===== config.mk =====
export PLATFORM = sky130hd
export DESIGN_NAME = sram_access_ctrl
export DESIGN_NICKNAME = d
export VERILOG_FILES = /design/src/rtl/sram_ctrl_pkg.sv /design/src/rtl/sram_ctrl_fsm.sv /design/src/rtl/sram_ctrl_datapath.sv /design/src/rtl/sram_access_ctrl.sv
export SDC_FILE = /design/constraint.sdc
export NUM_CORES = 1
export LEC_CHECK = 0
export BUFFER_PORTS_ARGS = -buffer_cell sky130_fd_sc_hd__buf_2
export CAP_MARGIN = 20
export CORE_AREA = 2 2 112 87
export CTS_CLUSTER_SIZE = 10
export DETAILED_ROUTE_END_ITERATION = 8
export DIE_AREA = 0 0 114 89
export PLACE_DENSITY = 0.61
export SETUP_SLACK_MARGIN = 0.4
export SLEW_MARGIN = 10
export SYNTH_ARGS = -nofsm -noshare
export SYNTH_HDL_FRONTEND = slang
export SYNTH_HIERARCHICAL = 1
export SYNTH_SLANG_ARGS = --single-unit

===== constraint.sdc =====
create_clock -name clk -period 2.6 [get_ports clk]
set_input_delay 0.52 -clock clk [delete_from_list [all_inputs] [get_ports clk]]
set_output_delay 0.52 -clock clk [all_outputs]
set_load 0.005 [all_outputs]

===== src/rtl/sram_ctrl_pkg.sv =====
package sram_ctrl_pkg;

  typedef struct packed {
    logic load;
    logic ceOn;
    logic weOn;
    logic oeOn;
    logic doutOn;
    logic capture;
  } ctrlStrobes_t;

  function automatic int cyclesFor(input int ns, input int periodNs);
    int c;
    c = (ns + periodNs - 1) / periodNs;
    return (c < 1) ? 1 : c;
  endfunction

  function automatic int maxOf(input int a, input int b);
    return (a > b) ? a : b;
  endfunction

endpackage


===== src/rtl/sram_ctrl_fsm.sv =====
module sram_ctrl_fsm
  import sram_ctrl_pkg::*;
#(
  parameter int CLK_PERIOD_NS = 8,
  parameter int T_WC_NS = 70,
  parameter int T_WP_NS = 50,
  parameter int T_DW_NS = 30,
  parameter int T_RC_NS = 70,
  parameter int T_AA_NS = 70,
  parameter int T_OE_NS = 35,
  parameter int T_HZ_NS = 30
) (
  input  logic         clk,
  input  logic         rst,
  input  logic         reqValid,
  input  logic         reqWrite,
  output logic         reqReady,
  output logic         done,
  output ctrlStrobes_t strobes
);

  localparam int HZ_CYC  = cyclesFor(T_HZ_NS, CLK_PERIOD_NS);
  localparam int WP_CYC  = maxOf(cyclesFor(T_WP_NS, CLK_PERIOD_NS), cyclesFor(T_DW_NS, CLK_PERIOD_NS));
  localparam int WC_CYC  = cyclesFor(T_WC_NS, CLK_PERIOD_NS);
  localparam int REC_CYC = (WC_CYC - HZ_CYC - WP_CYC > 1) ? (WC_CYC - HZ_CYC - WP_CYC) : 1;
  localparam int RD_CYC  = maxOf(maxOf(cyclesFor(T_RC_NS, CLK_PERIOD_NS), cyclesFor(T_AA_NS, CLK_PERIOD_NS)),
                                 cyclesFor(T_OE_NS, CLK_PERIOD_NS));
  localparam int MAX_CYC = maxOf(maxOf(HZ_CYC, WP_CYC), maxOf(REC_CYC, RD_CYC));
  localparam int CNT_W   = $clog2(MAX_CYC + 1);

  typedef enum logic [2:0] {
    ST_IDLE, ST_WSETUP, ST_WPULSE, ST_WRECOV, ST_READ
  } ctrlState_t;

  ctrlState_t state, stateNext;
  logic [CNT_W-1:0] cnt, lastCnt;
  logic lastCyc;

  always_comb begin
    case (state)
      ST_WSETUP: lastCnt = CNT_W'(HZ_CYC - 1);
      ST_WPULSE: lastCnt = CNT_W'(WP_CYC - 1);
      ST_WRECOV: lastCnt = CNT_W'(REC_CYC - 1);
      ST_READ:   lastCnt = CNT_W'(RD_CYC - 1);
      default:   lastCnt = '0;
    endcase
  end

  assign lastCyc = (cnt == lastCnt);

  always_comb begin
    stateNext = state;
    case (state)
      ST_IDLE:   if (reqValid) stateNext = reqWrite ? ST_WSETUP : ST_READ;
      ST_WSETUP: if (lastCyc) stateNext = ST_WPULSE;
      ST_WPULSE: if (lastCyc) stateNext = ST_WRECOV;
      ST_WRECOV: if (lastCyc) stateNext = ST_IDLE;
      ST_READ:   if (lastCyc) stateNext = ST_IDLE;
      default:   stateNext = ST_IDLE;
    endcase
  end

  always_ff @(posedge clk) begin
    if (rst) begin
      state <= ST_IDLE;
      cnt   <= '0;
      done  <= 1'b0;
    end else begin
      state <= stateNext;
      if (state != stateNext) cnt <= '0;
      else if (state != ST_IDLE) cnt <= cnt + 1'b1;
      done <= ((state == ST_WRECOV) || (state == ST_READ)) && lastCyc;
    end
  end

  always_comb begin
    strobes.load    = (state == ST_IDLE) && reqValid;
    strobes.capture = (state == ST_READ) && lastCyc;
    strobes.ceOn    = (stateNext != ST_IDLE);
    strobes.weOn    = (stateNext == ST_WPULSE);
    strobes.oeOn    = (stateNext == ST_READ);
    strobes.doutOn  = (stateNext == ST_WPULSE) || (stateNext == ST_WRECOV);
  end

  assign reqReady = (state == ST_IDLE);

endmodule


===== src/rtl/sram_ctrl_datapath.sv =====
module sram_ctrl_datapath
  import sram_ctrl_pkg::*;
#(
  parameter int ADDR_W = 20,
  parameter int DATA_W = 16
) (
  input  logic                  clk,
  input  logic                  rst,
  input  ctrlStrobes_t          strobes,
  input  logic [ADDR_W:0]       reqAddr,
  input  logic [DATA_W-1:0]     reqWdata,
  input  logic [DATA_W/8-1:0]   reqBe,
  input  logic                  reqByteMode,
  output logic [DATA_W-1:0]     rdData,
  output logic [ADDR_W-1:0]     memAddr,
  output logic                  memLowAddr,
  output logic                  memCe1N,
  output logic                  memCe2,
  output logic                  memOeN,
  output logic                  memWeN,
  output logic [DATA_W/8-1:0]   memLaneN,
  output logic                  memWide,
  output logic [DATA_W-1:0]     memDout,
  output logic                  memDoutEn,
  input  logic [DATA_W-1:0]     memDin
);

  localparam int LANES = DATA_W / 8;

  logic [LANES-1:0]  beQ;
  logic              byteModeQ;
  logic [DATA_W-1:0] rdNext;

  always_ff @(posedge clk) begin
    if (rst) begin
      memAddr    <= '0;
      memLowAddr <= 1'b0;
      memLaneN   <= '1;
      memWide    <= 1'b1;
      memDout    <= '0;
      beQ        <= '0;
      byteModeQ  <= 1'b0;
    end else if (strobes.load) begin
      memAddr    <= reqAddr[ADDR_W:1];
      memLowAddr <= reqByteMode ? reqAddr[0] : 1'b0;
      memLaneN   <= reqByteMode ? '0 : ~reqBe;
      memWide    <= ~reqByteMode;
      memDout    <= reqByteMode ? {LANES{reqWdata[7:0]}} : reqWdata;
      beQ        <= reqBe;
      byteModeQ  <= reqByteMode;
    end
  end

  always_ff @(posedge clk) begin
    if (rst) begin
      memCe1N   <= 1'b1;
      memCe2    <= 1'b0;
      memWeN    <= 1'b1;
      memOeN    <= 1'b1;
      memDoutEn <= 1'b0;
    end else begin
      memCe1N   <= ~strobes.ceOn;
      memCe2    <= strobes.ceOn;
      memWeN    <= ~strobes.weOn;
      memOeN    <= ~strobes.oeOn;
      memDoutEn <= strobes.doutOn;
    end
  end

  for (genvar l = 0; l < LANES; l++) begin : g_lane
    if (l == 0) begin : g_low
      assign rdNext[7:0] = (byteModeQ || beQ[0]) ? memDin[7:0] : 8'h00;
    end else begin : g_high
      assign rdNext[l*8 +: 8] = (!byteModeQ && beQ[l]) ? memDin[l*8 +: 8] : 8'h00;
    end
  end

  always_ff @(posedge clk) begin
    if (rst) rdData <= '0;
    else if (strobes.capture) rdData <= rdNext;
  end

endmodule


===== src/rtl/sram_access_ctrl.sv =====
module sram_access_ctrl
  import sram_ctrl_pkg::*;
#(
  parameter int ADDR_W = 20,
  parameter int DATA_W = 16,
  parameter int CLK_PERIOD_NS = 8,
  parameter int T_WC_NS = 70,
  parameter int T_WP_NS = 50,
  parameter int T_DW_NS = 30,
  parameter int T_RC_NS = 70,
  parameter int T_AA_NS = 70,
  parameter int T_OE_NS = 35,
  parameter int T_HZ_NS = 30
) (
  input  logic                clk,
  input  logic                rst,
  input  logic                reqValid,
  input  logic                reqWrite,
  input  logic [ADDR_W:0]     reqAddr,
  input  logic [DATA_W-1:0]   reqWdata,
  input  logic [DATA_W/8-1:0] reqBe,
  input  logic                reqByteMode,
  output logic                reqReady,
  output logic [DATA_W-1:0]   rdData,
  output logic                done,
  output logic [ADDR_W-1:0]   memAddr,
  output logic                memLowAddr,
  output logic                memCe1N,
  output logic                memCe2,
  output logic                memOeN,
  output logic                memWeN,
  output logic                memLbN,
  output logic                memUbN,
  output logic                memWide,
  output logic [DATA_W-1:0]   memDout,
  output logic                memDoutEn,
  input  logic [DATA_W-1:0]   memDin
);

  localparam int LANES = DATA_W / 8;

  ctrlStrobes_t     strobes;
  logic [LANES-1:0] laneN;

  sram_ctrl_fsm #(
    .CLK_PERIOD_NS(CLK_PERIOD_NS), .T_WC_NS(T_WC_NS), .T_WP_NS(T_WP_NS),
    .T_DW_NS(T_DW_NS), .T_RC_NS(T_RC_NS), .T_AA_NS(T_AA_NS),
    .T_OE_NS(T_OE_NS), .T_HZ_NS(T_HZ_NS)
  ) u_fsm (
    .clk(clk), .rst(rst), .reqValid(reqValid), .reqWrite(reqWrite),
    .reqReady(reqReady), .done(done), .strobes(strobes)
  );

  sram_ctrl_datapath #(.ADDR_W(ADDR_W), .DATA_W(DATA_W)) u_dp (
    .clk(clk), .rst(rst), .strobes(strobes),
    .reqAddr(reqAddr), .reqWdata(reqWdata), .reqBe(reqBe), .reqByteMode(reqByteMode),
    .rdData(rdData), .memAddr(memAddr), .memLowAddr(memLowAddr),
    .memCe1N(memCe1N), .memCe2(memCe2), .memOeN(memOeN), .memWeN(memWeN),
    .memLaneN(laneN), .memWide(memWide), .memDout(memDout),
    .memDoutEn(memDoutEn), .memDin(memDin)
  );

  assign memLbN = laneN[0];
  assign memUbN = laneN[LANES-1];

endmodule


== After elaboration in Yosys (flattened, before gate mapping) ==
Index checks and enable logic that the tools add are counted.
Storage, ports and cells
  register bits: 72
  bits of input ports: 60
  logic and storage cells: 56
Operators by class
  $add $sub $neg: 1
  eq/ne operators: 9
  multiplexer cells: 12
  bitwise logic cells: 5
  reduce and logical (&&, ||, !) cells: 13
Operators by type and width (number)
  $mux 16: 1
  $mux 8: 2
  $mux 3: 5
  $eq 3x2->1 const B: 4
  $pmux 3 s4: 1
  $pmux 4 s3: 1
  $eq 3x3->1 const B: 2
  $reduce_bool 3->1: 2
  $add 4x1->4 const B: 1
  $eq 4x4->1: 1
  $logic_and 1x1->1: 4
  $not 1->1: 4
  $reduce_or 2->1: 2
  $eq 3x1->1 const B: 1
  $logic_not 3->1: 1
  $logic_or 1x1->1: 3
  $ne 3x3->1: 1
  $mux 2: 1
  $not 2->2: 1
  $logic_not 1->1: 1
  $mux 1: 1

== Depth between registers and ports, before layout ==
  depth after elaboration: 7
  gate-level depth with buffers: 9

== Hierarchy ==
Netlist, hierarchy kept.
Modules (own cells, without submodules)
  sram_ctrl_datapath: times used 1, cells an instance 235, area an instance 2392.3 um^2
  sram_ctrl_fsm: times used 1, cells an instance 85, area an instance 701.9 um^2

== Worst setup path after synthesis ==
Ideal clock, no wire load.
  path type: register -> register
  start: register u_fsm.state[1]
  end: register u_dp.beQ[0]
  data arrival time: 1683 ps
  data required time: 2472 ps
  path slack: 789 ps
  cell stages (with the launch flop): 9
  clock period less this slack: 1811 ps
  cell sequence: dfxtp_1 > buf_6 > or3_4 > inv_1 > and2_1 > buf_2 > buf_4 > mux2i_1 > nor2_1
RTL lines
  start, declared: line sram_ctrl_fsm.sv:35  | ctrlState_t state, stateNext;
  start signal, assigned: line sram_ctrl_fsm.sv:69  | state <= stateNext;
  end signal, assigned: line sram_ctrl_datapath.sv:49  | beQ <= reqBe;
  end, declared: line sram_ctrl_datapath.sv:30  | logic [LANES-1:0] beQ;

==> reports/metrics.yaml <==
hold_violations: 0
grt_max_degree: 48
port-buffer-count: 122
fmax_mhz: 480
synthDistinctLibCells: 47
top_usage_layer: "met2"
place.gp.congestion: 0.824
worstSetupPathType: "flop to flop"
worstMarginPinSlew_ps: 537
startpoint: "u_fsm/state[1]"
synthesis.area_mm2: 0.00309
crit_arrival_ps: 2300
synth_most_common_cell: "dfxtp_1"
layout.cells.non_filler: 552
viasPerCell: 4.80
htreeDepth: 3
timing.slew.headroom_pct: 64.1
tns_ps: 0
post_cts_buffers: 0
clock_latency_ps: 330
max-vdd-ir-drop_mv: 0.442
die_h_um: 89
ff2ff_path_depth: 6
dp_hpwl_um: 5320
cts.root.buffer_cell: "clkbuf_16"
p_per_area_mw_per_mm2: 720
leakagePower_nw: 1.84
hp-class: "input pin to flop"
reg2reg_to: "u_dp/memLaneN[1]"
postRouteAntennaNets: 0
worstPathMaxFanout: 16
synth_edf_count: 0
hold_buffers: 0
route.detailed.drc: 0
syn-num-nets: 381
fin_skew_ps: 7.41
cp-end-kind: "flop"
synth-seq-cells: 72
cts_buffers: 9
synth_warnings: 6
synthCells: 320
overflow: 0
use_met3_pct: 6.78
initialDrtViolationCount: 139
postPlaceCellArea_mm2: 0.00375
hold_start: "reqAddr[8]"
ys_async_sr_fraction_pct: 0
synth_common_cells: "dfxtp_1, nor2_1, mux2i_1, a21oi_1, nand2b_1"
grt_setup_unrepaired: "no"
ff2ff_setup_slack_ps: 510
outcome: "finished clean"
synth_ff_type: "dfxtp_1"
antenna_found_initial: 0
core_area_mm2: 0.00893
maxCapViolations: 0
whs_endpoint: "u_dp/memAddr[7]"
finalWorstPathRequiredPeriod_ps: 2090
met2_usage_pct: 24.2
grtUsageMet1_pct: 18.4
syn2layout_area_growth_pct: 30.8
top_level_ports: 123
core.rowCount: 30
hold_ws_ps: 425
critPathRequiredTime_ps: 2820
cts.path.max_buffers: 2
worstHoldPathCells: 3
period_share_pct: 80.2
drv_slew: 0
synth_top_area_share_pct: 46.6
cp-start-kind: "flop"
finalSetupViolCount: 0
ys_seq_area_share_pct: 46.6
wl_um: 7690
synth.avg_cell_area_um2: 9.67
synthTopCellsByArea: "dfxtp_1, mux2i_1, nor2_1"
final_net_count: 496
yosysTopAreaCell: "dfxtp_1"
grt_first_pass_wirelength_um: 12100
antenna_cells: 0
drtPass1Iterations: 6
place_inst: 535
path_clk_slew_ps: 60
start_util_pct: 34.6
track_usage_pct: 15.3
reg2reg_from: "u_fsm/state[1]"
clock_sinks: 72
die_area_mm2: 0.0101
drive_above_1_share_pct: 36.8
first_global_vias: 2623
cts_tree: "done"
die_w_um: 114
vias: 2649
routedWlPerCell_um: 13.9
design_area_mm2: 0.00405
==> power by group <==
group | internal (mW) | switching, mW | total (mW)
Sequential | 1.19 | 0.0648 | 1.25
Combinational | 0.253 | 0.283 | 0.536
Clock | 0.644 | 0.479 | 1.12
Total | 2.08 | 0.827 | 2.91
==> state kept, by name, summed over array words and instances, names as in the netlist, 2 cells and up <==
name,cells
u_dp/memLaneN,2
u_dp/rdData,16
u_dp/memAddr,20
u_dp/beQ,2
u_fsm/state,3
u_dp/memDout,16
u_fsm/cnt,4
==> layout by cell type (no fill, tap or decap), types with 2 or more instances in the layout <==
cell type and count:
nor2_4 2, nor2b_1 5, clkbuf_16 9, xor2_1 2
inv_1 5, nand2_1 8, a211o_1 2, clkinvlp_4 2
clkinv_2 3, nor2_1 48, nand4b_1 8, o21ai_1 2
nand3_4 2, a211oi_1 11, nor3_1 4, nor3b_1 4
buf_4 5, mux2i_1 38, nand2b_1 22, a21oi_1 24
o211ai_1 9, buf_2 122, a21oi_2 2, dfxtp_1 71
a31oi_1 2
==> critical path: stages, from the launching register on <==
cell,delay (ps)
dfxtp_1,460
or3_4,470
inv_1,120
and2_4,330
buf_4,260
nor2b_1,60
a211o_1,260
==> per-layer routing <==
metal / share of wire (%) / vias to the layer above
li1: - / 1347
met1: 46 / 1204
met2: 44 / 90
met3: 8.4 / 8
met4: 1.4 / 0
met5: 0 / -
==> worst max-delay path by stage <==
| stage | cells after the start | slack, ps | to |
|---|---|---|---|
| 6_report | 6 | 510 | u_dp/memLaneN[1] |
| 5_1_grt | 7 | 400 | u_dp/rdData[14] |
| 4_1_cts | 7 | 420 | u_dp/rdData[4] |
| 3_5_place_dp | 7 | 90 | u_dp/rdData[4] |
| 3_3_place_gp | 7 | 260 | u_dp/rdData[1] |
| 2_1_floorplan | 8 | 790 | u_dp/beQ[0] |
==> cell families after synthesis <==
kind of cell,share of synthesized area (%)
adders and majority gates,0.404
and+or+nand+nor,20.7
xor gates and xnor gates,0.566
buffers and inverters,5.50
muxes,12.3
AOI/OAI and AO/OA,13.9
DFF,46.6
==> cell type report <==
class / instances / area [um2]
Clock buffer: 9 / 225
Clock inverter: 7 / 47.5
Fill cell: 874 / 4890
Inverter: 5 / 18.8
Multi-Input combinational cell: 219 / 1500
Sequential cell: 72 / 1440
Tap cell: 112 / 140
Timing Repair Buffer: 128 / 668
==> timing repair <==
item | in CTS | in global routing
gates resized for setup | 2 | 2
endpoints found under the setup margin | 27 | 16
pin swaps | 0 | 1
gates cloned | 0 | 1
==> through the flow <==
stage | power (mW) | worst slack, ps | util, %
floorplan | 1.62 | 789 | -
global route | 3.07 | 399 | 45.3
finish | 2.91 | 515 | 45.3
detailed placement | 1.80 | 90.0 | 42.0
CTS | 2.94 | 422 | 45.2
global placement | 1.79 | 256 | 42.0
No activity file was read; power rests on OpenSTA's default activity.
